`src/rtl/tdm_slot_pkg.sv`:
```
package tdm_slot_pkg;

  typedef enum logic [1:0] {
    CH_OFF    = 2'd0,
    CH_BYPASS = 2'd1,
    CH_CODE   = 2'd2
  } chan_mode_e;

  // Slot lane width: full unit when wide, half unit otherwise.
  function automatic int unsigned lane_width(input logic wide, input int unsigned full);
    return wide ? full : full / 2;
  endfunction

endpackage

```
`src/rtl/tdm_bit_counter.sv`:
```
module tdm_bit_counter #(
  parameter int PW = 12
) (
  input  logic          clk,
  input  logic          rst,
  input  logic          fsync,
  output logic [PW-1:0] pos,
  output logic [PW-1:0] pos_next
);

  localparam logic [PW-1:0] POS_MAX = '1;

  always_comb begin
    if (fsync)               pos_next = '0;
    else if (pos == POS_MAX) pos_next = pos;
    else                     pos_next = pos + 1'b1;
  end

  // Saturated value after reset lies beyond every slot window.
  always_ff @(posedge clk) begin
    if (rst) pos <= POS_MAX;
    else     pos <= pos_next;
  end

endmodule

```
`src/rtl/tdm_slot_rx.sv`:
```
module tdm_slot_rx
  import tdm_slot_pkg::*;
#(
  parameter int SLOT_BITS = 8,
  parameter int IDX_W     = 8,
  parameter int PW        = 12
) (
  input  logic                 clk,
  input  logic                 rst,
  input  logic                 enable,
  input  logic                 wide,
  input  logic [PW-1:0]        pos,
  input  logic [IDX_W-1:0]     slot_idx,
  input  logic                 sdin,
  output logic [SLOT_BITS-1:0] cap_val,
  output logic                 cap_pulse
);

  localparam int SH   = $clog2(SLOT_BITS);
  localparam int HALF = SLOT_BITS / 2;
  localparam logic [SLOT_BITS-1:0] LOW_MASK = {{(SLOT_BITS-HALF){1'b0}}, {HALF{1'b1}}};

  logic [PW-1:0]        base, off, wid;
  logic                 hit;
  logic [SLOT_BITS-1:0] shreg, assembled;

  assign base      = PW'(slot_idx) << SH;
  assign off       = pos - base;
  assign wid       = PW'(lane_width(wide, SLOT_BITS));
  assign hit       = (pos >= base) && (off < wid);
  assign assembled = {shreg[SLOT_BITS-2:0], sdin};

  // Capture on the falling edge, mid-bit.
  always_ff @(negedge clk) begin
    if (rst) begin
      shreg     <= '0;
      cap_val   <= '0;
      cap_pulse <= 1'b0;
    end else begin
      cap_pulse <= 1'b0;
      if (enable && hit) begin
        shreg <= assembled;
        if (off == wid - 1'b1) begin
          cap_val   <= wide ? assembled : (assembled & LOW_MASK);
          cap_pulse <= 1'b1;
        end
      end
    end
  end

endmodule

```
`src/rtl/tdm_slot_tx.sv`:
```
module tdm_slot_tx
  import tdm_slot_pkg::*;
#(
  parameter int SLOT_BITS = 8,
  parameter int IDX_W     = 8,
  parameter int PW        = 12
) (
  input  logic                 clk,
  input  logic                 rst,
  input  logic                 fsync,
  input  logic                 enable,
  input  logic                 wide,
  input  logic [PW-1:0]        pos_next,
  input  logic [IDX_W-1:0]     slot_idx,
  input  logic [SLOT_BITS-1:0] load_val,
  output logic                 sdout,
  output logic                 sdout_en
);

  localparam int SH = $clog2(SLOT_BITS);

  logic [PW-1:0]        base, off, wid;
  logic [SH-1:0]        bsel;
  logic                 hit;
  logic [SLOT_BITS-1:0] hold, src;

  assign base = PW'(slot_idx) << SH;
  assign off  = pos_next - base;
  assign wid  = PW'(lane_width(wide, SLOT_BITS));
  assign hit  = (pos_next >= base) && (off < wid);
  assign bsel = SH'(wid - 1'b1 - off);
  // At the frame edge the freshly loaded word is already the source.
  assign src  = fsync ? load_val : hold;

  always_ff @(posedge clk) begin
    if (rst) begin
      hold     <= '0;
      sdout    <= 1'b0;
      sdout_en <= 1'b0;
    end else begin
      if (fsync) hold <= load_val;
      sdout_en <= enable && hit;
      sdout    <= (enable && hit) ? src[bsel] : 1'b0;
    end
  end

endmodule

```
`src/rtl/tdm_slot_port.sv`:
```
module tdm_slot_port
  import tdm_slot_pkg::*;
#(
  parameter int SLOT_BITS = 8,
  parameter int IDX_W     = 8
) (
  input  logic                 clk,
  input  logic                 rst,
  input  logic                 fsync,
  input  logic                 sdin,
  input  logic                 cfg_pd,
  input  logic                 cfg_byp,
  input  logic                 cfg_cmp,
  input  logic [IDX_W-1:0]     in_slot,
  input  logic [IDX_W-1:0]     out_slot,
  input  logic [SLOT_BITS-1:0] eng_rdata,
  output logic                 sdout,
  output logic                 sdout_en,
  output logic                 eng_wvalid,
  output logic [SLOT_BITS-1:0] eng_wdata
);

  localparam int SH   = $clog2(SLOT_BITS);
  localparam int PW   = SH + IDX_W + 1;
  localparam int HALF = SLOT_BITS / 2;
  localparam logic [SLOT_BITS-1:0] LOW_MASK = {{(SLOT_BITS-HALF){1'b0}}, {HALF{1'b1}}};

  chan_mode_e           mode;
  logic [PW-1:0]        pos, pos_next;
  logic [SLOT_BITS-1:0] cap_val, load_val;
  logic                 cap_pulse, out_wide;

  always_comb begin
    if (cfg_pd)       mode = CH_OFF;
    else if (cfg_byp) mode = CH_BYPASS;
    else              mode = CH_CODE;
  end

  // Coding swaps widths: compress takes a byte, returns a nibble.
  assign out_wide = (mode == CH_BYPASS) ? cfg_cmp : !cfg_cmp;
  assign load_val = (mode == CH_BYPASS) ? cap_val
                  : (out_wide ? eng_rdata : (eng_rdata & LOW_MASK));

  tdm_bit_counter #(.PW(PW)) u_cnt (
    .clk      (clk),
    .rst      (rst),
    .fsync    (fsync),
    .pos      (pos),
    .pos_next (pos_next)
  );

  tdm_slot_rx #(.SLOT_BITS(SLOT_BITS), .IDX_W(IDX_W), .PW(PW)) u_rx (
    .clk       (clk),
    .rst       (rst),
    .enable    (mode != CH_OFF),
    .wide      (cfg_cmp),
    .pos       (pos),
    .slot_idx  (in_slot),
    .sdin      (sdin),
    .cap_val   (cap_val),
    .cap_pulse (cap_pulse)
  );

  tdm_slot_tx #(.SLOT_BITS(SLOT_BITS), .IDX_W(IDX_W), .PW(PW)) u_tx (
    .clk      (clk),
    .rst      (rst),
    .fsync    (fsync),
    .enable   (mode != CH_OFF),
    .wide     (out_wide),
    .pos_next (pos_next),
    .slot_idx (out_slot),
    .load_val (load_val),
    .sdout    (sdout),
    .sdout_en (sdout_en)
  );

  always_ff @(posedge clk) begin
    if (rst) begin
      eng_wvalid <= 1'b0;
      eng_wdata  <= '0;
    end else begin
      eng_wvalid <= cap_pulse && (mode == CH_CODE);
      if (cap_pulse) eng_wdata <= cap_val;
    end
  end

endmodule

```
`config.mk`:
```
export PLATFORM = sky130hd
export DESIGN_NAME = tdm_slot_port
export DESIGN_NICKNAME = d
export VERILOG_FILES = /design/src/rtl/tdm_slot_pkg.sv /design/src/rtl/tdm_bit_counter.sv /design/src/rtl/tdm_slot_rx.sv /design/src/rtl/tdm_slot_tx.sv /design/src/rtl/tdm_slot_port.sv
export SDC_FILE = /design/constraint.sdc
export NUM_CORES = 1
export LEC_CHECK = 0
export CORE_UTILIZATION = 35
export DETAILED_ROUTE_END_ITERATION = 8
export HOLD_SLACK_MARGIN = 0.06
export SYNTH_ARGS = -nofsm -noshare
export SYNTH_HDL_FRONTEND = slang
export SYNTH_SLANG_ARGS = --single-unit
```
`constraint.sdc`:
```
create_clock -name clk -period 8.7 [get_ports clk]
set_clock_uncertainty 0.05 [all_clocks]
set_input_delay 0.87 -clock clk [delete_from_list [all_inputs] [get_ports clk]]
set_output_delay 0.87 -clock clk [all_outputs]
set_load 0.05 [all_outputs]
```
# Word level (Yosys, flattened, before mapping)
# Cells that the tools add are included.
[totals] ff_bits=47 in_bits=31 out_inout_bits=11 wordCells=50
[op_classes] n_addsub=6 order_cmp=5 eq_ne=4 n_mux=14 bitwise_logic=2 n_reduce_logical=10
[op_table] operator="2-to-1 mux 8 bit" count=4
[op_table] operator=">= comparator 12 x 11 -> 1 bit" count=2
[op_table] operator="2-to-1 mux 12 bit" count=2
[op_table] operator="subtractor 12 x 11 -> 12 bit" count=2
[op_table] operator="adder 12 x 1 -> 12 bit, second input constant" count=1
[op_table] operator="equality test 12 bit" count=1
[op_table] operator="equality test 12 bit, second input constant" count=1
[op_table] operator="less-than comparator 12 bit" count=1
[op_table] operator="less-than comparator 12 x 4 -> 1 bit" count=1
[op_table] operator="subtractor 12 x 1 -> 12 bit, second input constant" count=1
[op_table] operator="2-to-1 mux 4 bit" count=2
[op_table] operator="logical AND 1 bit" count=5
[op_table] operator="less-than comparator 3 x 4 -> 1 bit, second input constant" count=1
[op_table] operator="2-to-1 mux 2 bit" count=2
[op_table] operator="OR reduction 2 bit" count=2
[op_table] operator="binary-select mux 1 bit (select 3 bit)" count=1
[op_table] operator="2-to-1 mux 1 bit" count=3
[op_table] operator="subtractor 3 x 1 -> 3 bit, second input constant" count=1
[op_table] operator="subtractor 3 bit" count=1
[op_table] operator="equality test 2 x 1 -> 1 bit, second input constant" count=1
[op_table] operator="equality test 2 bit, second input constant" count=1
[op_table] operator="inverter 1 bit" count=2
[op_table] operator="AND reduction 2 bit" count=1
[op_table] operator="nonzero test 2 bit" count=1
[op_table] operator="zero test 1 bit" count=1

# Depth between registers and ports, before layout
# Gate-level depths: netlist of run 1.
[depth] ltp_word=10 mapped_depth=15 mapped_depth_nobuf=13

# Modules after synthesis
# Synthesis of run 1 repeated with hierarchy kept, for this count alone.
[unflattened] cells_unflattened=379 hier_area_um2=3340.7
[by_module_without_submodules] mod="tdm_slot_rx" instances=1 cells_each=156 area_per_inst_um2=1217.4 seq_area_each_um2=320.3
[by_module_without_submodules] mod="tdm_slot_tx" instances=1 cells_each=98 area_per_inst_um2=924.6 seq_area_each_um2=200.2
[by_module_without_submodules] mod="tdm_bit_counter" instances=1 cells_each=81 area_per_inst_um2=708.2 seq_area_each_um2=240.2
[by_module_without_submodules] mod="tdm_slot_port" instances=1 cells_each=44 area_per_inst_um2=490.5 seq_area_each_um2=180.2

==> key figures, run 1 <==
Placed design
  – I/O Buffers: just over 40
  – DP Cell Count: roughly 500
  – Placer Congestion: 0.863
  – Placed cell area: 3590 µm²
  – Dpl hpwl: about 5600 µm

CTS
  – Post-CTS Setup Bufs: 0
  – Clk slew on worst S/H paths: roughly 0.05 ns
  – Post-CTS Hold Buffers: 0
  – Clock root cell: clkbuf_8
  – Clk buf depth: 2
  – CTS Buf Count: 5
  – Clock latency on the worst-skew pair: roughly 0.38 ns
  – CTS tree: built
  – H-tree depth: 2
  – Post-cts sizing count: 0
  – Clock sink total: 47

STA
  – Setup TNS: 0 ns
  – Worst slew pin tran: just under 0.8 ns
  – Final Setup Violations: 0
  – WHS: between 0.4 and 0.5 ns
  – Final Slew Violations: 0
  – RSZ-0062 raised after global routing: false
  – Max-slew headroom: 0.482
  – Final hold vios: 0

Finish
  – Commonest non-fill, non-tap cells in the layout: 47 x dfxtp_1, 42 x inv_1, 41 x clkdlybuf4s50_1
  – Post-Layout Cell Count: 518
  – Final core utilization: 0.431
  – Share of cells above drive strength 1: 0.0951
  – N_diodes: 0
  – Area Growth Syn to Fin: 20.2%
  – Fill count: 908
  – Final #Nets: ~460
  – Final Instance Area: roughly 3700 µm²
  – Most common cell after layout, fill and taps aside: dfxtp_1

Setup path
  – Max Fanout on Critical Path: 7
  – Critical Path End Type: flop
  – Arrival time worst endpoint: between 3 and 4 ns
  – CP Class: in -> reg
  – Flop-to-flop setup slack: 1.43 ns
  – Worst reg-to-reg path cell count: 10
  – Worst path required time: roughly 4.6 ns
  – CP Launch Type: input pin

Logic synthesis
  – Top post-synthesis cells by area: dfxtp_1 30%, ha_1 8.8%, mux2i_1 8.4%, nand2b_1 5.0%, nor2_1 3.6%
  – Distinct cells, synth: 58
  – Number of synthesized flops with an enable pin: 0
  – Post-synthesis instance total: ~360
  – Asr flop ratio synth: 0
  – Mapped cell area: ~3100 µm²
  – Ys flop type: dfxtp_1
  – Sequential-to-total area share from yosys stat: 0.302
  – Area leader, netlist: dfxtp_1
  – Syn_nets: 412
  – Synth warn: 0
  – Synth Register Bits: 47
  – Mean Syn Cell Area: 8.73 µm²
  – Synth top area share: 0.302

Drt
  – Final routed DRC violation total: 0
  – DR WL/cell: 14.4 µm
  – Via density: 5.17
  – Via count: about 2700
  – Final ANT Viol Nets: 0
  – Final WL: between 7000 and 8000 µm
  – Router iterations before antenna repair: 5
  – Number of DRC markers in iteration 0: ~130

Power
  – Power Density: about 150 nW/µm²
  – Leak: roughly 1.6 nW
  – Worst vdd ir: a little under 0.00007 V

Floorplanning
  – Top-level port count: 42
  – Cell Rows: 34
  – Die X: 96.3 µm
  – Starting density of the core: 0.359
  – Die height: roughly 96 µm
  – Die Area: between 9000 and 10000 µm²
  – Core region area: 8680 µm²

Min path
  – Hold Path Stages: 2
  – Hold Crit Class: reg -> reg

GRT
  – Global-route wire length before repair: between 10000 and 15000 µm
  – Total track usage: 0.167
  – Largest net degree at the start of global routing: 33
  – Initial antenna violation count: 0
  – Overflow after GRT: 0
  – Vias in the first global route: about 2500

Outcome
  – Outcome: complete, no violations

Run
  – Max cap viols: 0
[per-stage QoR]
step                      worst slack (ns)  power [W]
after floorplan                       1.29   0.000347
after global placement               0.630   0.000382
after detailed placement             0.569   0.000384
after CTS                            0.925   0.000550
after global routing                 0.763   0.000586
final                                0.909   0.000547
[path summary, 6_finish.rpt]
kind,start,endpoint
max,in_slot[0],u_rx.shreg[1]
min,u_rx.shreg[4],u_rx.cap_val[5]
min reg2reg,u_rx.shreg[4],u_rx.cap_val[5]
max reg2reg,u_cnt.pos[3],u_rx.shreg[1]
[flip-flops by register name, summed over array words and instances, names as in the netlist]
name / flops
u_rx.cap_pulse: 1
u_cnt.pos: 12
eng_wdata: 8
u_rx.cap_val: 8
eng_wvalid: 1
u_rx.shreg: 7
u_tx.sdout: 1
u_tx.sdout_en: 1
u_tx.hold: 8
[synthesized netlist by cell type, drive strengths merged, types with 2 or more instances]
| cell | n |
|---|---|
| and4b | 3 |
| mux2i | 26 |
| a211o | 2 |
| xor2 | 8 |
| a311oi | 7 |
| nor3 | 8 |
| ha | 22 |
| and2 | 2 |
| nor2 | 30 |
| inv | 27 |
| or4 | 2 |
| and4 | 4 |
| nor2b | 6 |
| o21ai | 11 |
| a21o | 2 |
| xnor2 | 7 |
| and3b | 3 |
| fa | 2 |
| clkbuf | 9 |
| a211oi | 7 |
| a31oi | 5 |
| nand3 | 12 |
| a21oi | 14 |
| and3 | 3 |
| or2 | 11 |
| buf | 7 |
| nand2b | 25 |
| nor4b | 3 |
| nand4 | 5 |
| nand2 | 20 |
| dfxtp | 47 |
| a32oi | 2 |
[metal layers]
layer  GRT usage  wire, µm  up-vias
li1            -         -     1365
met3      0.0158       329       11
met4      0.0441        88        0
met5           0         0        -
met1       0.237      3670     1237
met2       0.270      3390       67
[logic make-up after synthesis]
| kind of cell | synth area share |
|---|---|
| simple gates | 0.257 |
| xor+xnor | 0.0446 |
| compound gates | 0.134 |
| mux | 0.0908 |
| buf+inv | 0.0703 |
| flops | 0.302 |
| fa+ha+maj | 0.101 |
[worst max-delay path: stages]
cell,delay [ns]
clkdlybuf4s50_1,0.46
ha_1,0.16
inv_1,0.05
fa_1,0.44
a211o_1,0.30
nor3_1,0.19
a31o_2,0.17
a21oi_1,0.05
or4_1,0.74
mux2i_1,0.20
[cell type report]
cell class | count | area [µm²] | area share
Tap cell | 108 | 135 | 0.0361
Clock inverter | 19 | 87.6 | 0.0234
Multi-Input combinational cell | 266 | 1960 | 0.524
Timing Repair Buffer | 46 | 448 | 0.120
Clock buffer | 5 | 68.8 | 0.0184
Sequential cell | 47 | 941 | 0.251
Inverter | 27 | 101 | 0.0271
[report_power, final]
part | internal, W | switching [W] | total [W]
Sequential | 0.000223 | 0.00000791 | 0.000230
Clock | 0.0000694 | 0.000108 | 0.000177
Combinational | 0.0000655 | 0.0000733 | 0.000139
Total | 0.000357 | 0.000189 | 0.000547
No activity file was read; power rests on OpenSTA's default activity.
==> run 2: changes to the inputs <==
--- a/config.mk
+++ b/config.mk
@@ -5,6 +5,8 @@
 export SDC_FILE = /design/constraint.sdc
 export NUM_CORES = 1
 export LEC_CHECK = 0
+export ABC_AREA = 1
+export CORE_ASPECT_RATIO = 0.9
 export CORE_UTILIZATION = 35
 export DETAILED_ROUTE_END_ITERATION = 8
 export HOLD_SLACK_MARGIN = 0.06
==> run 2 against run 1 <==
Net effect:
- count of clock-buffer cells in the layout rose by 1
- routed wire length down 2.0%
- synthesized cell count up 31%
- worst hold slack worse by 0.019 ns
- total power is 0.47% lower
- utilization rose by 0.69 points
- area after synthesis down 0.72%
- via count grew 9.7%
- global-route usage up 0.082 points
- final area rose by 0.30%
- first-iteration DRC count shrank 30%
- die area decreased by 0.70%
==> key figures, run 2 <==
Outcome
  – Outcome: complete, no violations

Setup path
  – Critical Path Most Common Cell: nand2_1
  – CP Cell Sequence: clkdlybuf4s50_1 > ha_1 > inv_1 > fa_1 > nand2_1 > nand2_2 > nand3b_1 > nand2_1 > nand2_1 > nand2_1 > inv_1 > nand2_1 > nor2_2 > nand2_1 > inv_1 > nor2_1 > nor2_1
  – Arrival time worst endpoint: 3.41 ns (-0.23 ns)
  – CP Launch Type: input pin
  – R2R Path End: u_rx.shreg[3]
  – RR Startpoint: u_cnt.pos[3]
  – Flop-to-flop setup slack: 1.78 ns (+0.35 ns)
  – Critical path's largest stage delay: 0.47 ns (-0.27 ns)
  – CP startpoint: in_slot[0]
  – Max Fanout on Critical Path: 11 (+4)
  – CP Class: in -> reg
  – Critical Path End Type: flop
  – Worst path required time: 4.60 ns (+0.05 ns)
  – Worst reg-to-reg path cell count: 17 (+7)
  – CP endpoint: u_rx.shreg[3]
  – Worst path slowest cell: clkdlybuf4s50_1

Finish
  – Largest register FFs: 12 (unchanged)
  – Area Growth Syn to Fin: 21.4%
  – N_diodes: 0 (unchanged)
  – Final #Nets: 577 (+24%)
  – Most common cell after layout, fill and taps aside: nand2_1
  – Share of cells above drive strength 1: 0.0554 (-0.0397)
  – Largest Register: u_cnt.pos
  – Final Instance Area: 3750 µm² (+0.30%)
  – Fill count: 916 (+0.88%)
  – Commonest non-fill, non-tap cells in the layout: 120 x nand2_1, 90 x inv_1, 47 x dfxtp_1

Logic synthesis
  – Asr flop ratio synth: 0 (unchanged)
  – Area leader, netlist: dfxtp_1
  – Number of synthesized flops with an enable pin: 0 (unchanged)
  – Mapped cell area: 3090 µm² (-0.72%)
  – Synth Register Bits: 47 (unchanged)
  – Post-synthesis instance total: 468 (+31%)
  – Sequential-to-total area share from yosys stat: 0.304 (+0.00220)
  – Syn_nets: 523 (+27%)
  – Synth cell count leaders: 120 x nand2_1, 75 x inv_1, 47 x dfxtp_1
  – Mean Syn Cell Area: 6.61 µm² (-24%)
  – Top post-synthesis cells by area: dfxtp_1 30%, nand2_1 15%, inv_1 9.1%, ha_1 8.9%, nand3_1 5.2%
  – Synth warn: 0 (unchanged)
  – Distinct cells, synth: 35 (-40%)
  – Most common cell in the netlist: nand2_1
  – Synth top area share: 0.304 (+0.00220)
  – Ys flop type: dfxtp_1

CTS
  – CTS tree: built
  – Clock latency on the worst-skew pair: 0.37 ns (about the same)
  – Post-CTS Hold Buffers: 0 (unchanged)
  – Post-CTS Setup Bufs: 0 (unchanged)
  – Clock sink total: 47 (unchanged)
  – Clock root cell: clkbuf_8
  – Clk slew on worst S/H paths: 0.04 ns (about the same)
  – H-tree depth: 2 (unchanged)
  – CTS Buf Count: 5 (unchanged)
  – Post-cts sizing count: 0 (unchanged)
  – Clk buf depth: 2 (unchanged)

Drt
  – Final WL: 7320 µm (-2.0%)
  – Final routed DRC violation total: 0 (unchanged)
  – Router iterations before antenna repair: 4 (-1)
  – Via count: 2941 (+9.7%)
  – Via density: 4.58 (-11%)
  – Number of DRC markers in iteration 0: 87 (-30%)
  – Final ANT Viol Nets: 0 (unchanged)
  – DR WL/cell: 11.4 µm (-21%)

STA
  – Final Setup Violations: 0 (unchanged)
  – Final hold vios: 0 (unchanged)
  – Setup TNS: 0 ns (unchanged)
  – RSZ-0062 raised after global routing: false
  – Fin worst setup slack: 1.18 ns (+0.276 ns)
  – Final Slew Violations: 0 (unchanged)
  – Max-slew headroom: 0.633 (+0.151)
  – Worst slew pin tran: 0.545 ns (-0.231 ns)

GRT
  – Overflow after GRT: 0 (unchanged)
  – Global-route wire length before repair: 12400 µm (+2.3%)
  – Total track usage: 0.168 (+0.000821)
  – Initial antenna violation count: 0 (unchanged)
  – Vias in the first global route: 2686 (+6.6%)
  – Largest net degree at the start of global routing: 22 (-33%)

Floorplanning
  – Top-level port count: 42 (unchanged)
  – Starting density of the core: 0.361 (+0.00198)
  – Die X: 101 µm (+4.9%)
  – Core region area: 8570 µm² (-1.3%)
  – Die height: 91.2 µm (-5.4%)
  – Die Area: 9220 µm² (-0.70%)
  – Cell Rows: 32 (-5.9%)

Placed design
  – Dpl hpwl: 5820 µm (+4.6%)
  – I/O Buffers: 41 (unchanged)
  – Place WS: 0.791 ns (+0.222 ns)
  – Placer Congestion: 0.840 (-2.6%)
  – Placed cell area: 3610 µm² (+0.49%)

Power
  – Leak: 1.92 nW (+20%)
  – Power Density: 145 nW/µm² (-0.77%)
  – Worst vdd ir: 0.0000632 V (-8.2%)

Min path
  – Hold Crit Class: reg -> reg
  – Hold Path Stages: 2 (unchanged)

Run
  – Max cap viols: 0 (unchanged)
## run 2: changes by cell type after synthesis, moves of 6 or more
| cell | change |
|---|---|
| nand2_1 | +100 |
| inv_1 | +48 |
| mux2i_1 | -26 |
| nand2b_1 | -25 |
| nand3_1 | +21 |
| o21ai_0 | +16 |
| nor2_1 | +12 |
| a21oi_1 | +11 |
| or2_2 | -8 |
| a311oi_1 | -7 |
| nand4_1 | +7 |
| nand3b_1 | +6 |
| nor2b_1 | -6 |
## run 2: layer usage
metal / wire, µm / global-route usage / up-vias / share of wire
li1: - / - / 1600 / -
met1: 3880 / 0.243 / 1301 / 0.53
met2: 3200 / 0.263 / 31 / 0.44
met3: 141 / 0.0154 / 9 / 0.019
met4: 102 / 0.0471 / 0 / 0.014
met5: 0 / 0 / - / 0
## run 2: cell type report
| type | instances | area (µm²) | share of cell area |
|---|---|---|---|
| inverter | 75 | 282 | 0.0750 |
| multi-input combinational | 334 | 1810 | 0.482 |
| tap | 119 | 149 | 0.0397 |
| clock inverter | 18 | 77.6 | 0.0207 |
| timing repair buffer | 43 | 425 | 0.113 |
| clock buffer | 6 | 72.6 | 0.0193 |
| sequential | 47 | 941 | 0.251 |
## run 2: cell families (layout without fill, tap and decap cells)
family,after synthesis,count (layout),share of synthesized area
XOR/XNOR,9,9,0.0255
AO/OA/AOI/OAI,63,63,0.109
buffers and inverters,87,142,0.111
AND/OR/NAND/NOR,238,238,0.348
flip-flops,47,47,0.304
adder cells (fa/ha/maj),24,24,0.102
## run 2: worst max-delay path: cells and delay by family
family | cells | cell delay, ns
adder cells (fa/ha/maj) | 2 | 0.51
buffers and inverters | 4 | 0.74
AND/OR/NAND/NOR | 11 | 1.28
## run 2: where the power goes
part	switching (W)	internal [W]
registers	0.00000687	0.000223
clock network	0.000103	0.0000682
logic	0.0000825	0.0000608
total	0.000193	0.000352
## run 2: how the worst min path moves through the flow
stage	startpoint	endpoint	slack [ns]
finish	u_rx.shreg[2]	u_rx.cap_val[3]	0.41
global route	u_rx.shreg[0]	u_rx.cap_val[1]	0.44
CTS	u_rx.shreg[0]	u_rx.cap_val[1]	0.41
detailed placement	u_rx.cap_val[4]	u_rx.cap_val[4]	0.40
global placement	u_rx.cap_val[4]	u_rx.cap_val[4]	0.40
floorplan	u_rx.shreg[2]	u_rx.cap_val[3]	0.39
## run 2: per-stage QoR
stage | cells | util | power, W | hold WS, ns
after floorplan | 468 | - | 0.000351 | 0.385
final | 642 | 0.438 | 0.000544 | 0.413
after global routing | 642 | 0.438 | 0.000584 | 0.438
after CTS | 642 | 0.438 | 0.000550 | 0.412
after global placement | 619 | 0.421 | 0.000387 | 0.404
after detailed placement | 619 | 0.421 | 0.000390 | 0.404
==> run 3: changes to the inputs <==
--- a/config.mk
+++ b/config.mk
@@ -6,10 +6,13 @@
 export NUM_CORES = 1
 export LEC_CHECK = 0
 export ABC_AREA = 1
+export CELL_PAD_IN_SITES_DETAIL_PLACEMENT = 2
+export CELL_PAD_IN_SITES_GLOBAL_PLACEMENT = 2
 export CORE_ASPECT_RATIO = 0.9
-export CORE_UTILIZATION = 35
+export CORE_UTILIZATION = 32
 export DETAILED_ROUTE_END_ITERATION = 8
 export HOLD_SLACK_MARGIN = 0.06
+export PLACE_DENSITY_LB_ADDON = 0.1
 export SYNTH_ARGS = -nofsm -noshare
 export SYNTH_HDL_FRONTEND = slang
 export SYNTH_SLANG_ARGS = --single-unit
==> run 3 against run 2 <==
Net effect:
- cell count grew 0.47%
- worst hold slack gained 0.013 ns
- die area grew 9.2%
- register-to-register slack lost 0.17 ns
- sequential share of layout area is essentially flat
- clock power grew 2%
- non-clock buffer count is the same
- combinational power grew 6%
- count of clock-buffer cells in the layout shrank 1
- critical path depth shrank 5
- worst setup slack lost 0.12 ns
- largest power group unchanged
==> key figures, run 3 (synthesis gave the netlist of run 2 again) <==
Setup path
  – Critical Path End Type: flop
  – CP Launch Type: input pin
  – Worst reg-to-reg path cell count: 12 (-5)
  – Worst path required time: 4.60 ns (about the same)
  – Max Fanout on Critical Path: 11 (unchanged)
  – CP Class: in -> reg
  – Arrival time worst endpoint: 3.54 ns (+0.13 ns)

GRT
  – Overflow after GRT: 0 (unchanged)
  – Initial antenna violation count: 0 (unchanged)
  – Met3 Resource Use GR: 0.0287 (+0.0133)
  – Vias in the first global route: 3438 (+28%)
  – Grt peak-use layer: met2
  – Total track usage: 0.210 (+0.0414)
  – Largest net degree at the start of global routing: 22 (unchanged)
  – Grt met2 use: 0.375 (+0.112)
  – Grt met1 use: 0.272 (+0.0285)
  – Global-route wire length before repair: 16600 µm (+34%)

STA
  – Final Slew Violations: 0 (unchanged)
  – RSZ-0062 raised after global routing: false
  – Max-slew headroom: 0.583 (-0.0500)
  – WHS: 0.426 ns (+0.0131 ns)
  – Final hold vios: 0 (unchanged)
  – Setup TNS: 0 ns (unchanged)
  – Worst slew pin tran: 0.623 ns (+0.0788 ns)
  – Final Setup Violations: 0 (unchanged)

CTS
  – H-tree depth: 2 (unchanged)
  – Clock sink total: 47 (unchanged)
  – CTS tree: built
  – Clock latency on the worst-skew pair: 0.37 ns (about the same)
  – CTS Buf Count: 5 (unchanged)
  – Post-CTS Hold Buffers: 0 (unchanged)
  – Clk slew on worst S/H paths: 0.05 ns (about the same)
  – Clk buf depth: 2 (unchanged)
  – Post-CTS Setup Bufs: 0 (unchanged)
  – Post-cts sizing count: 0 (unchanged)
  – Clock root cell: clkbuf_8

Drt
  – Router iterations before antenna repair: 4 (unchanged)
  – DR WL/cell: 15.2 µm (+33%)
  – Via density: 4.91 (+7.2%)
  – Via count: 3167 (+7.7%)
  – Final ANT Viol Nets: 0 (unchanged)
  – Number of DRC markers in iteration 0: 67 (-23%)
  – Final WL: 9820 µm (+34%)
  – Final routed DRC violation total: 0 (unchanged)

Placed design
  – Dpl hpwl: 7810 µm (+34%)
  – Placer Congestion: 0.781 (-7.0%)
  – I/O Buffers: 41 (unchanged)

Floorplanning
  – Top-level port count: 42 (unchanged)
  – Die X: 106 µm (+4.5%)
  – Die Area: 10100 µm² (+9.2%)
  – Die height: 95.3 µm (+4.5%)
  – Starting density of the core: 0.334 (-0.0266)
  – Core region area: 9250 µm² (+7.9%)
  – Cell Rows: 33 (+3.1%)

Outcome
  – Outcome: complete, no violations

Power
  – Power Density: 148 nW/µm² (+2.2%)
  – Part of the power in combinational logic: 0.273 (+0.010)
  – Clock power frac: 0.314 (about the same)
  – Tot Pwr: 0.000557 W (+2.3%)
  – Switch share: 0.371 (+0.0167)
  – Sequential share of power: 0.413 (-0.009)
  – Int Pwr: 0.000350 W (-0.34%)
  – Worst vdd ir: 0.0000769 V (+22%)
  – Net Switching: 0.000206 W (+7.1%)
  – Leak: 1.93 nW (+0.19%)

Finish
  – Largest register FFs: 12 (unchanged)
  – N_diodes: 0 (unchanged)
  – Most common cell after layout, fill and taps aside: nand2_1
  – Largest Register: u_cnt.pos
  – Final #Nets: 577 (unchanged)
  – Commonest non-fill, non-tap cells in the layout: 120 x nand2_1, 91 x inv_1, 47 x dfxtp_1
  – Share of cells above drive strength 1: 0.0554 (unchanged)
  – Area Growth Syn to Fin: 21.5% (about the same)

Run
  – Max cap viols: 0 (unchanged)

Min path
  – Hold Crit Class: reg -> reg
  – Hold Path Stages: 2 (unchanged)
## run 3: metrics by stage
step | cells | worst slack, ns | instance area (µm²) | util
CTS | 645 | 1.04 | 3760 | 0.406
global route | 645 | 0.717 | 3760 | 0.406
finish | 645 | 1.06 | 3760 | 0.406
detailed placement | 622 | 0.697 | 3610 | 0.391
floorplan | 468 | 1.76 | 3090 | -
global placement | 622 | 0.889 | 3610 | 0.391
## run 3: path summary, 6_finish.rpt
| path | start | slack (ns) | to |
|---|---|---|---|
| max | in_slot[0] | 1.06 | u_rx.shreg[3] |
| min | u_rx.shreg[2] | 0.43 | u_rx.cap_val[3] |
| max reg2reg | u_cnt.pos[3] | 1.61 | u_rx.shreg[3] |
| min reg2reg | u_rx.shreg[2] | 0.43 | u_rx.cap_val[3] |
## run 3: layout make-up
| type | instances | area (µm²) |
|---|---|---|
| clock inverters | 19 | 81.3 |
| inverters | 75 | 282 |
| multi-input cells | 334 | 1810 |
| repair buffers | 43 | 425 |
| fillers | 1143 | 5490 |
| clock buffers | 5 | 68.8 |
| well taps | 122 | 153 |
| flip-flops and latches | 47 | 941 |
## run 3: worst max-delay path, stage by stage
cell and delay (ns):
clkdlybuf4s50_1 0.46, ha_1 0.14, inv_1 0.06, fa_1 0.37, or2_1 0.24, a21oi_1 0.17
nand3_1 0.12, nor2_2 0.44, nand2_1 0.28, inv_1 0.21, nor2_1 0.08, nor2_1 0.10
## run 3: power groups by stage
stage / sequential [W] / combinational (W) / clock, W
CTS: 0.000230 / 0.000156 / 0.000179
global placement: 0.000234 / 0.000146 / 0.0000120
global route: 0.000231 / 0.000176 / 0.000192
floorplan: 0.000232 / 0.000107 / 0.0000120
detailed placement: 0.000235 / 0.000154 / 0.0000120
finish: 0.000230 / 0.000152 / 0.000175
## run 3: per-layer routing
| layer | vias to the layer above | wire (µm) |
|---|---|---|
| li1 | 1594 | - |
| met1 | 1539 | 4870 |
| met2 | 28 | 4720 |
| met3 | 6 | 159 |
| met4 | 0 | 63 |
| met5 | - | 0 |
